<file path="config.mk">
export PLATFORM = sky130hd
export DESIGN_NAME = st_barrier_buf
export DESIGN_NICKNAME = d
export VERILOG_FILES = /design/src/rtl/sb_pkg.sv /design/src/rtl/sb_ctrl.sv /design/src/rtl/sb_data.sv /design/src/rtl/st_barrier_buf.sv
export SDC_FILE = /design/constraint.sdc
export NUM_CORES = 1
export LEC_CHECK = 0
export BUFFER_PORTS_ARGS = -buffer_cell sky130_fd_sc_hd__buf_2
export CAP_MARGIN = 10
export CORE_MARGIN = 2
export CORE_UTILIZATION = 25
export DETAILED_ROUTE_END_ITERATION = 8
export GPL_ROUTABILITY_DRIVEN = 0
export SYNTH_ARGS = -nofsm -noshare
export SYNTH_HDL_FRONTEND = slang
export SYNTH_SLANG_ARGS = --single-unit
</file>
<file path="constraint.sdc">
create_clock -name clk -period 5.8 [get_ports clk]
set_input_delay 0.29 -clock clk [delete_from_list [all_inputs] [get_ports clk]]
set_output_delay 0.29 -clock clk [all_outputs]
set_load 0.005 [all_outputs]
</file>
<file path="src/rtl/sb_pkg.sv">
package sb_pkg;
  // Per-cycle strobes from control to datapath
  typedef struct packed {
    logic push;     // write store into tail
    logic pop;      // write head into cache and retire it
    logic bypass;   // store goes straight to the cache
    logic markAll;  // tag every held entry
  } sbStrobe_t;
endpackage

</file>
<file path="src/rtl/sb_ctrl.sv">
module sb_ctrl #(
  parameter bit STALL_ON_BARRIER = 1'b0
) (
  input  logic              stValid,
  input  logic              stOwned,
  input  logic              barrier,
  input  logic              headOwned,
  input  logic              bufEmpty,
  input  logic              bufFull,
  input  logic              anyMarked,
  input  logic              stHitBuf,
  output logic              stReady,
  output sb_pkg::sbStrobe_t strobe
);
  logic markActive;
  logic drainNow;

  // a barrier in this cycle orders the same-cycle store behind held entries
  assign markActive = anyMarked | (barrier & ~bufEmpty);
  assign drainNow   = ~bufEmpty & headOwned;

  generate
    if (STALL_ON_BARRIER) begin : g_stall
      assign stReady = ~bufFull & ~markActive;
    end else begin : g_divert
      assign stReady = ~bufFull;
    end
  endgenerate

  always_comb begin
    strobe.pop     = drainNow;
    strobe.markAll = barrier;
    strobe.bypass  = stValid & stReady & stOwned & ~markActive & ~stHitBuf & ~drainNow;
    strobe.push    = stValid & stReady & ~strobe.bypass;
  end
endmodule

</file>
<file path="src/rtl/sb_data.sv">
module sb_data #(
  parameter int AW    = 16,
  parameter int DW    = 32,
  parameter int DEPTH = 4,
  localparam int PTRW = $clog2(DEPTH),
  localparam int CNTW = PTRW + 1
) (
  input  logic              clk,
  input  logic              rstN,
  input  sb_pkg::sbStrobe_t strobe,
  input  logic [AW-1:0]     stAddr,
  input  logic [DW-1:0]     stData,
  input  logic [AW-1:0]     ldAddr,
  output logic              bufEmpty,
  output logic              bufFull,
  output logic              anyMarked,
  output logic              stHitBuf,
  output logic [CNTW-1:0]   count,
  output logic [AW-1:0]     headAddr,
  output logic              cacheWrValid,
  output logic [AW-1:0]     cacheWrAddr,
  output logic [DW-1:0]     cacheWrData,
  output logic              ldHit,
  output logic [DW-1:0]     ldData
);
  logic [AW-1:0]    addrQ [DEPTH];
  logic [DW-1:0]    dataQ [DEPTH];
  logic [DEPTH-1:0] markQ;
  logic [DEPTH-1:0] validV;
  logic [PTRW-1:0]  headPtr, tailPtr;

  assign bufEmpty  = (count == '0);
  assign bufFull   = (count == CNTW'(DEPTH));
  assign anyMarked = |markQ;
  assign headAddr  = addrQ[headPtr];

  // slot occupancy from its age relative to the head
  always_comb begin
    logic [PTRW-1:0] age;
    for (int i = 0; i < DEPTH; i++) begin
      age       = PTRW'(i) - headPtr;
      validV[i] = ({1'b0, age} < count);
    end
  end

  always_comb begin
    stHitBuf = 1'b0;
    for (int i = 0; i < DEPTH; i++)
      if (validV[i] && addrQ[i] == stAddr) stHitBuf = 1'b1;
  end

  // walk oldest to youngest; the last match wins
  always_comb begin
    logic [PTRW-1:0] idx;
    ldHit  = 1'b0;
    ldData = '0;
    for (int k = 0; k < DEPTH; k++) begin
      idx = headPtr + PTRW'(k);
      if (CNTW'(k) < count && addrQ[idx] == ldAddr) begin
        ldHit  = 1'b1;
        ldData = dataQ[idx];
      end
    end
  end

  assign cacheWrValid = strobe.pop | strobe.bypass;
  assign cacheWrAddr  = strobe.pop ? addrQ[headPtr] : stAddr;
  assign cacheWrData  = strobe.pop ? dataQ[headPtr] : stData;

  always_ff @(posedge clk) begin
    if (!rstN) begin
      headPtr <= '0;
      tailPtr <= '0;
      count   <= '0;
      markQ   <= '0;
    end else begin
      if (strobe.push) begin
        addrQ[tailPtr] <= stAddr;
        dataQ[tailPtr] <= stData;
        tailPtr        <= tailPtr + 1'b1;
      end
      if (strobe.pop) headPtr <= headPtr + 1'b1;
      count <= count + CNTW'(strobe.push) - CNTW'(strobe.pop);
      for (int i = 0; i < DEPTH; i++) begin
        if (strobe.pop && PTRW'(i) == headPtr)      markQ[i] <= 1'b0;
        else if (strobe.markAll && validV[i])       markQ[i] <= 1'b1;
        else if (strobe.push && PTRW'(i) == tailPtr) markQ[i] <= 1'b0;
      end
    end
  end
endmodule

</file>
<file path="src/rtl/st_barrier_buf.sv">
module st_barrier_buf #(
  parameter int AW               = 16,
  parameter int DW               = 32,
  parameter int DEPTH            = 4,   // power of two, at least 2
  parameter bit STALL_ON_BARRIER = 1'b0,
  localparam int CNTW            = $clog2(DEPTH) + 1
) (
  input  logic          clk,
  input  logic          rstN,
  input  logic          stValid,
  output logic          stReady,
  input  logic [AW-1:0] stAddr,
  input  logic [DW-1:0] stData,
  input  logic          stOwned,
  input  logic          barrier,
  output logic [AW-1:0] headAddr,
  input  logic          headOwned,
  output logic          cacheWrValid,
  output logic [AW-1:0] cacheWrAddr,
  output logic [DW-1:0] cacheWrData,
  input  logic [AW-1:0] ldAddr,
  output logic          ldHit,
  output logic [DW-1:0] ldData
);
  sb_pkg::sbStrobe_t strobe;
  logic              bufEmpty, bufFull, anyMarked, stHitBuf;
  logic [CNTW-1:0]   count;

  sb_ctrl #(.STALL_ON_BARRIER(STALL_ON_BARRIER)) u_ctrl (
    .stValid(stValid), .stOwned(stOwned), .barrier(barrier), .headOwned(headOwned),
    .bufEmpty(bufEmpty), .bufFull(bufFull), .anyMarked(anyMarked), .stHitBuf(stHitBuf),
    .stReady(stReady), .strobe(strobe)
  );

  sb_data #(.AW(AW), .DW(DW), .DEPTH(DEPTH)) u_data (
    .clk(clk), .rstN(rstN), .strobe(strobe), .stAddr(stAddr), .stData(stData),
    .ldAddr(ldAddr), .bufEmpty(bufEmpty), .bufFull(bufFull), .anyMarked(anyMarked),
    .stHitBuf(stHitBuf), .count(count), .headAddr(headAddr),
    .cacheWrValid(cacheWrValid), .cacheWrAddr(cacheWrAddr), .cacheWrData(cacheWrData),
    .ldHit(ldHit), .ldData(ldData)
  );
endmodule

</file>
* Yosys cells after proc, flatten, opt, wreduce, memory -nomap -nowiden *
Memory sizes are Yosys's and may differ from the RTL's. A register that Yosys moved wholly into a read port is not among the register bits.
Cells that the tools add are included.

cells by class
  add/sub/neg operators = 10
  order comparisons = 8
  equal/unequal tests = 15
  muxes and demuxes = 29
  bitwise gates (word level) = 17
  reduce and logical (&&, ||, !) cells = 32

operators by type and width
  operator             number
  $mux 32              5
  $eq 16x16->1         8
  $logic_and 1x1->1    20
  $mux 1               19
  $mux 16              1
  $lt 2x3->1           4
  $and 1x1->1          8
  $eq 2x2->1 const A   4
  $mux 2               4
  $reduce_bool 2->1    4
  $reduce_or 2->1      4
  $not 1->1            7
  $lt 1x3->1 const A   2
  $lt 2x3->1 const A   2
  $add 2x1->2 const B  2
  $add 2x2->2 const B  2
  $eq 1x2->1 const A   2
  $logic_not 2->1      2
  $reduce_or 4->1      1
  $sub 1x2->2 const A  2
  $sub 2x2->2 const A  2
  $add 3x1->3          1
  $eq 3x3->1 const B   1
  $logic_not 3->1      1
  2 further kinds      3

word-level totals
  register bits after elaboration = 11
  RAM bits = 192
  bits of input ports = 70
  output and inout port bits = 99
  word-level logic and storage cells = 120
  memories = 2

memory list
  name          words  width  read ports  clocked after memory_dff  wr ports  RTL line       source
  u_data.dataQ  4      32     4           1                         1         sb_data.sv:27  logic [DW-1:0] dataQ [DEPTH];
  u_data.addrQ  4      16     8           1                         1         sb_data.sv:26  logic [AW-1:0] addrQ [DEPTH];

* Logic depth before layout (Yosys ltp) *
  depth after elaboration = 15
  gate-level depth with buffers = 24
  gate-level depth less buffers = 13

* Modules after synthesis *
Synthesis repeated with hierarchy kept, for this count alone.

unflattened totals
  cells, all modules = 1122
  area total of the unflattened synthesis = 14557.7 µm²

by module, submodules not included
  module   times used  cells an instance  area an instance (µm²)  seq. area each (µm²)
  sb_data  1           1112               14472.6                 6025.8
  sb_ctrl  1           10                 85.1                    0.0

* Least setup slack after synthesis *
Ideal clock, no wire load.

  kind = register -> register
  start point = reg u_data.headPtr[0]
  end point = mem u_data.addrQ[1][0], enable pin
  setup time = 411 ps
  arrival time = 4831 ps
  required time = 5389 ps
  setup slack = 558 ps
  stages on the path, launching flop included = 21
  buffers on the path = 11
  clock period less this slack = 5242 ps
  cell sequence = dfxtp_1 buf_6 buf_12 buf_12 buf_8 buf_6 buf_6 buf_2 buf_2 inv_1 ha_1 buf_2 buf_4 inv_1 ha_1 a21oi_1 nor2_1 o22ai_1 o41a_1 buf_2 and3_1

RTL lines
  what                    RTL line       source
  from (decl)             sb_data.sv:30  logic [PTRW-1:0] headPtr, tailPtr;
  from (signal assigned)  sb_data.sv:82  if (strobe.pop) headPtr <= headPtr + 1'b1;
  to (decl)               sb_data.sv:26

* Final worst setup path *
  start point = reg u_data.headPtr[0]
  end point = out ldData[31]

on the way
  word-level cells in the longest chain between the ends = 7
  elaborated cells on any way between the ends = 14
  classes of those cells = 3 x add/sub; 3 x eq/ne; 3 x mux; 3 x reduce/logical; 2 x memory

ends and longest elaborated chain
  what                  RTL line              source
  $add 2x1->2           sb_data.sv:58         idx = headPtr + PTRW'(k);
  $mem_v2 4x16          --
  $eq 16x16->1          sb_data.sv:59         if (CNTW'(k) < count && addrQ[idx] == ldAddr) begin
  $logic_and 1x1->1     sb_data.sv:59
  $mux 32 (2 in a row)  sb_data.sv:59
  $mux 32 *             sb_data.sv:59
  to (decl)             st_barrier_buf.sv:23  output logic [DW-1:0] ldData

Mark *: on every way between the ends. The rest lies on a longest branch, timed or not.

==> reports/qor.tcl <==
set qor(outcome) {completed}
set qor(synth_flop_type) {edfxtp_1}
set qor(synth_cell_type_count) 59
set qor(cts_max_level) 1
set qor(clock.fmax_ghz) 0.1902
set qor(placement_rows) 89
set qor(initial_utilization) 0.2523
set qor(dp_slack_ns) 1.203
set qor(total_global_routing_track_utilization) 0.1528
set qor(finalHoldViolCount) 0
set qor(most-common-layout-cells) {206 x nand2_1, 192 x edfxtp_1, 168 x buf_2, 96 x mux4_2, 87 x xor2_1}
set qor(clock_sinks) 205
set qor(syn_inst) 1252
set qor(grt_start_max_net_pins) 98
set qor(antenna_found_initial) 6
set qor(synth_seq_cells) 205
set qor(seq_area_frac_synth) 0.4062
set qor(gr-total-overflow) 0
set qor(antenna_violating_nets_post_route) 0
set qor(clk_root_buffer_cell) {clkbuf_16}
set qor(layout-drive-gt1-share) 0.3057
set qor(synth_enable_flop_cells) 192
set qor(critPathCaptureType) {primary output}
set qor(dp_hpwl_um) 32020
set qor(min-delay-start) {stData[11]}
set qor(non_filler_cells_in_the_finished_layout) 2172
set qor(library_cell_with_the_largest_summed_area_after_synthesis) {edfxtp_1}
set qor(first_global_vias) 11160
set qor(largest_fanout_on_the_critical_path) 86
set qor(p_per_area_nw_per_um2) 340.0
set qor(worst_path_max_delay_cell) {and4_2}
set qor(via_cell_ratio) 5.180
set qor(global_route_wire_length_before_repair_um) 70650
set qor(drt_iter0_markers) 828
set qor(worst_pin_slew_ns) 0.9986
set qor(final_critical_path_setup_slack_ns) 0.5437
set qor(criticalPathCategory) {reg2out}
set qor(worst_r2r_path_depth) 10
set qor(report.final.slew_viol_count) 0
set qor(slew_headroom) 0.3342
set qor(die_w_um) 247.6
set qor(cts_tree) {yes}
set qor(timing.hold.worst_path_depth) 1
set qor(synth_top_area_share) 0.3886
set qor(ioPinCount) 169
set qor(syn2layout_area_growth_pct) 17.42
set qor(cell_area_after_technology_mapping_um2) 14840
set qor(die_outline_area_um2) 61310
set qor(finClkSkew_ns) 0.01531
set qor(synth.area.top_cells) {edfxtp_1 39%, mux4_2 15%, nand2_1 5.2%}
set qor(grt_setup_unrepaired) {false}
set qor(min_to) {u_data.dataQ[1][11]}
set qor(min_period_ns) 5.256
set qor(ir_drop_v) 0.0001963
set qor(synth_nets) 1339
set qor(required_ns) 5.51
set qor(port_buffers) 168
set qor(numCtsBuffers) 26
set qor(clock_tree.buffer_depth) 3
set qor(reg2reg_start) {u_data.headPtr[0]}
set qor(finalSetupViolations) 0
set qor(mostFrequentLayoutCell) {nand2_1}
set qor(clk_latency_ns) 0.55
set qor(setup_tns_ns) 0
set qor(die_h_um) 247.6
set qor(placedCellCount) 2093
set qor(yosysWarnings) 0
set qor(cp_slowest_stage_delay_ns) 0.80
set qor(cp_arrival_ns) 4.97
set qor(core-area_um2) 58800
set qor(asyncSetResetFlopFracSynth) 0
set qor(detailroute.via_count) 11250
set qor(ff2ff_setup_slack_ns) 1.62
set qor(hp-class) {in2reg}
set qor(maxCapViolCount) 0
set qor(fin_crit_sh) 0.9063
set qor(clkSlewWorstSetupHoldPaths_ns) 0.06
set qor(synth_area_per_cell_um2) 11.85
set qor(cellLeakagePower_nw) 5.816
set qor(wire_per_inst_um) 22.15
set qor(r2r-end) {u_data.dataQ[3][19]}
set qor(timing.critical_path.from_type) {register}
set qor(detailedRoute.firstPassIterationCount) 7
set qor(postCtsResizedCells) 0
set qor(route.detailed.drc) 0
set qor(number_of_nets_in_the_final_layout) 1464
set qor(timing.critical_path.cells) {buf_12, mux4_1, xnor2_1, nand4_1, nor4_1, and4_2, buf_4, a211oi_1, a221oi_2, buf_2}
set qor(route.final.wire_length_um) 48110
-- per-layer routing --
layer,up-vias,global-route usage,wire length (um)
li1,5050,-,-
met1,5640,0.2005,20360
met2,464,0.2528,22770
met3,88,0.03406,3808
met4,8,0.04244,1109
met5,-,0,55
-- layout make-up --
type / count / area (um^2)
Multi-Input combinational cell: 905 / 8088
Tap cell: 773 / 967.2
Inverter: 20 / 75.07
Timing Repair Buffer: 219 / 1371
Sequential cell: 205 / 6038
Antenna cell: 2 / 5.005
Clock inverter: 19 / 191.4
Clock buffer: 29 / 683.2
Fill cell: 5998 / 41380
-- synth_stat cells (all sizes together) (6+ instances only) --
cell type	n
nand4	10
mux2i	71
mux4	107
clkbuf	54
a21oi	16
xor2	87
edfxtp	192
mux2	48
nor2	12
a211oi	35
inv	18
ha	16
nor4	22
and3	6
nand3	38
xnor2	43
a221oi	32
dfxtp	13
buf	68
nor3	35
nand2	206
o21ai	77
-- critical path: cells and delay by family (launching register included) --
kind / cells / cell delay, ns
AOI/OAI and AO/OA: 2 / 0.34
buffers and inverters: 3 / 0.96
DFF: 1 / 0.61
xor gates and xnor gates: 1 / 0.17
muxes: 1 / 0.67
and+or+nand+nor: 3 / 1.58
-- worst max path at each step --
| stage | startpoint | slack [ns] | endpoint |
|---|---|---|---|
| floorplan | u_data.headPtr[0] | 0.56 | u_data.addrQ[1][0] |
| global placement | u_data.headPtr[0] | 1.25 | ldData[17] |
| detailed placement | u_data.headPtr[0] | 1.20 | ldData[9] |
| CTS | u_data.headPtr[0] | 0.62 | ldData[9] |
| global route | u_data.headPtr[0] | 0.33 | ldData[14] |
| finish | u_data.headPtr[0] | 0.54 | ldData[31] |
-- report_power, final --
group	internal (mW)	total, mW	switching [mW]
Sequential	1.75	1.91	0.158
Clock	0.987	1.65	0.667
Combinational	1.03	2.36	1.33
-- flip-flops by register name, summed over array words and instances, names as in the netlist, named ones only --
register	count
u_data.headPtr	2
u_data.tailPtr	2
u_data.dataQ	128
u_data.markQ	4
u_data.count	3
u_data.addrQ	64
-- metrics by stage --
stage	hold WS (ns)	util	total power, mW	area, um^2
floorplan	0.3889	-	3.585	14840
global placement	0.4840	0.2764	4.257	16250
detailed placement	0.5035	0.2764	4.294	16250
CTS	0.004914	0.2962	5.986	17410
global route	0.01361	0.2962	6.269	17410
finish	0.02873	0.2963	5.923	17420
-- repair_timing --
item	4_1_cts	5_1_grt
setup endpoints to repair	0	0
setup buffers	0	0
hold buffers	29	0
endpoints found under the hold margin	116	0
-- cells by family (layout without fill, tap and decap cells) --
family	count (synthesis)	count (layout)	synth area share
adder cells (fa/ha/maj)	17	17	0.01484
multiplexers	226	226	0.2495
other	0	2	0
AND/OR/NAND/NOR	344	344	0.1038
buffers and inverters	142	287	0.05195
XOR/XNOR	130	130	0.07675
flip-flops	205	205	0.4062
AO/OA/AOI/OAI	188	188	0.09699
Note: power is estimated with default switching activity, not from simulation.
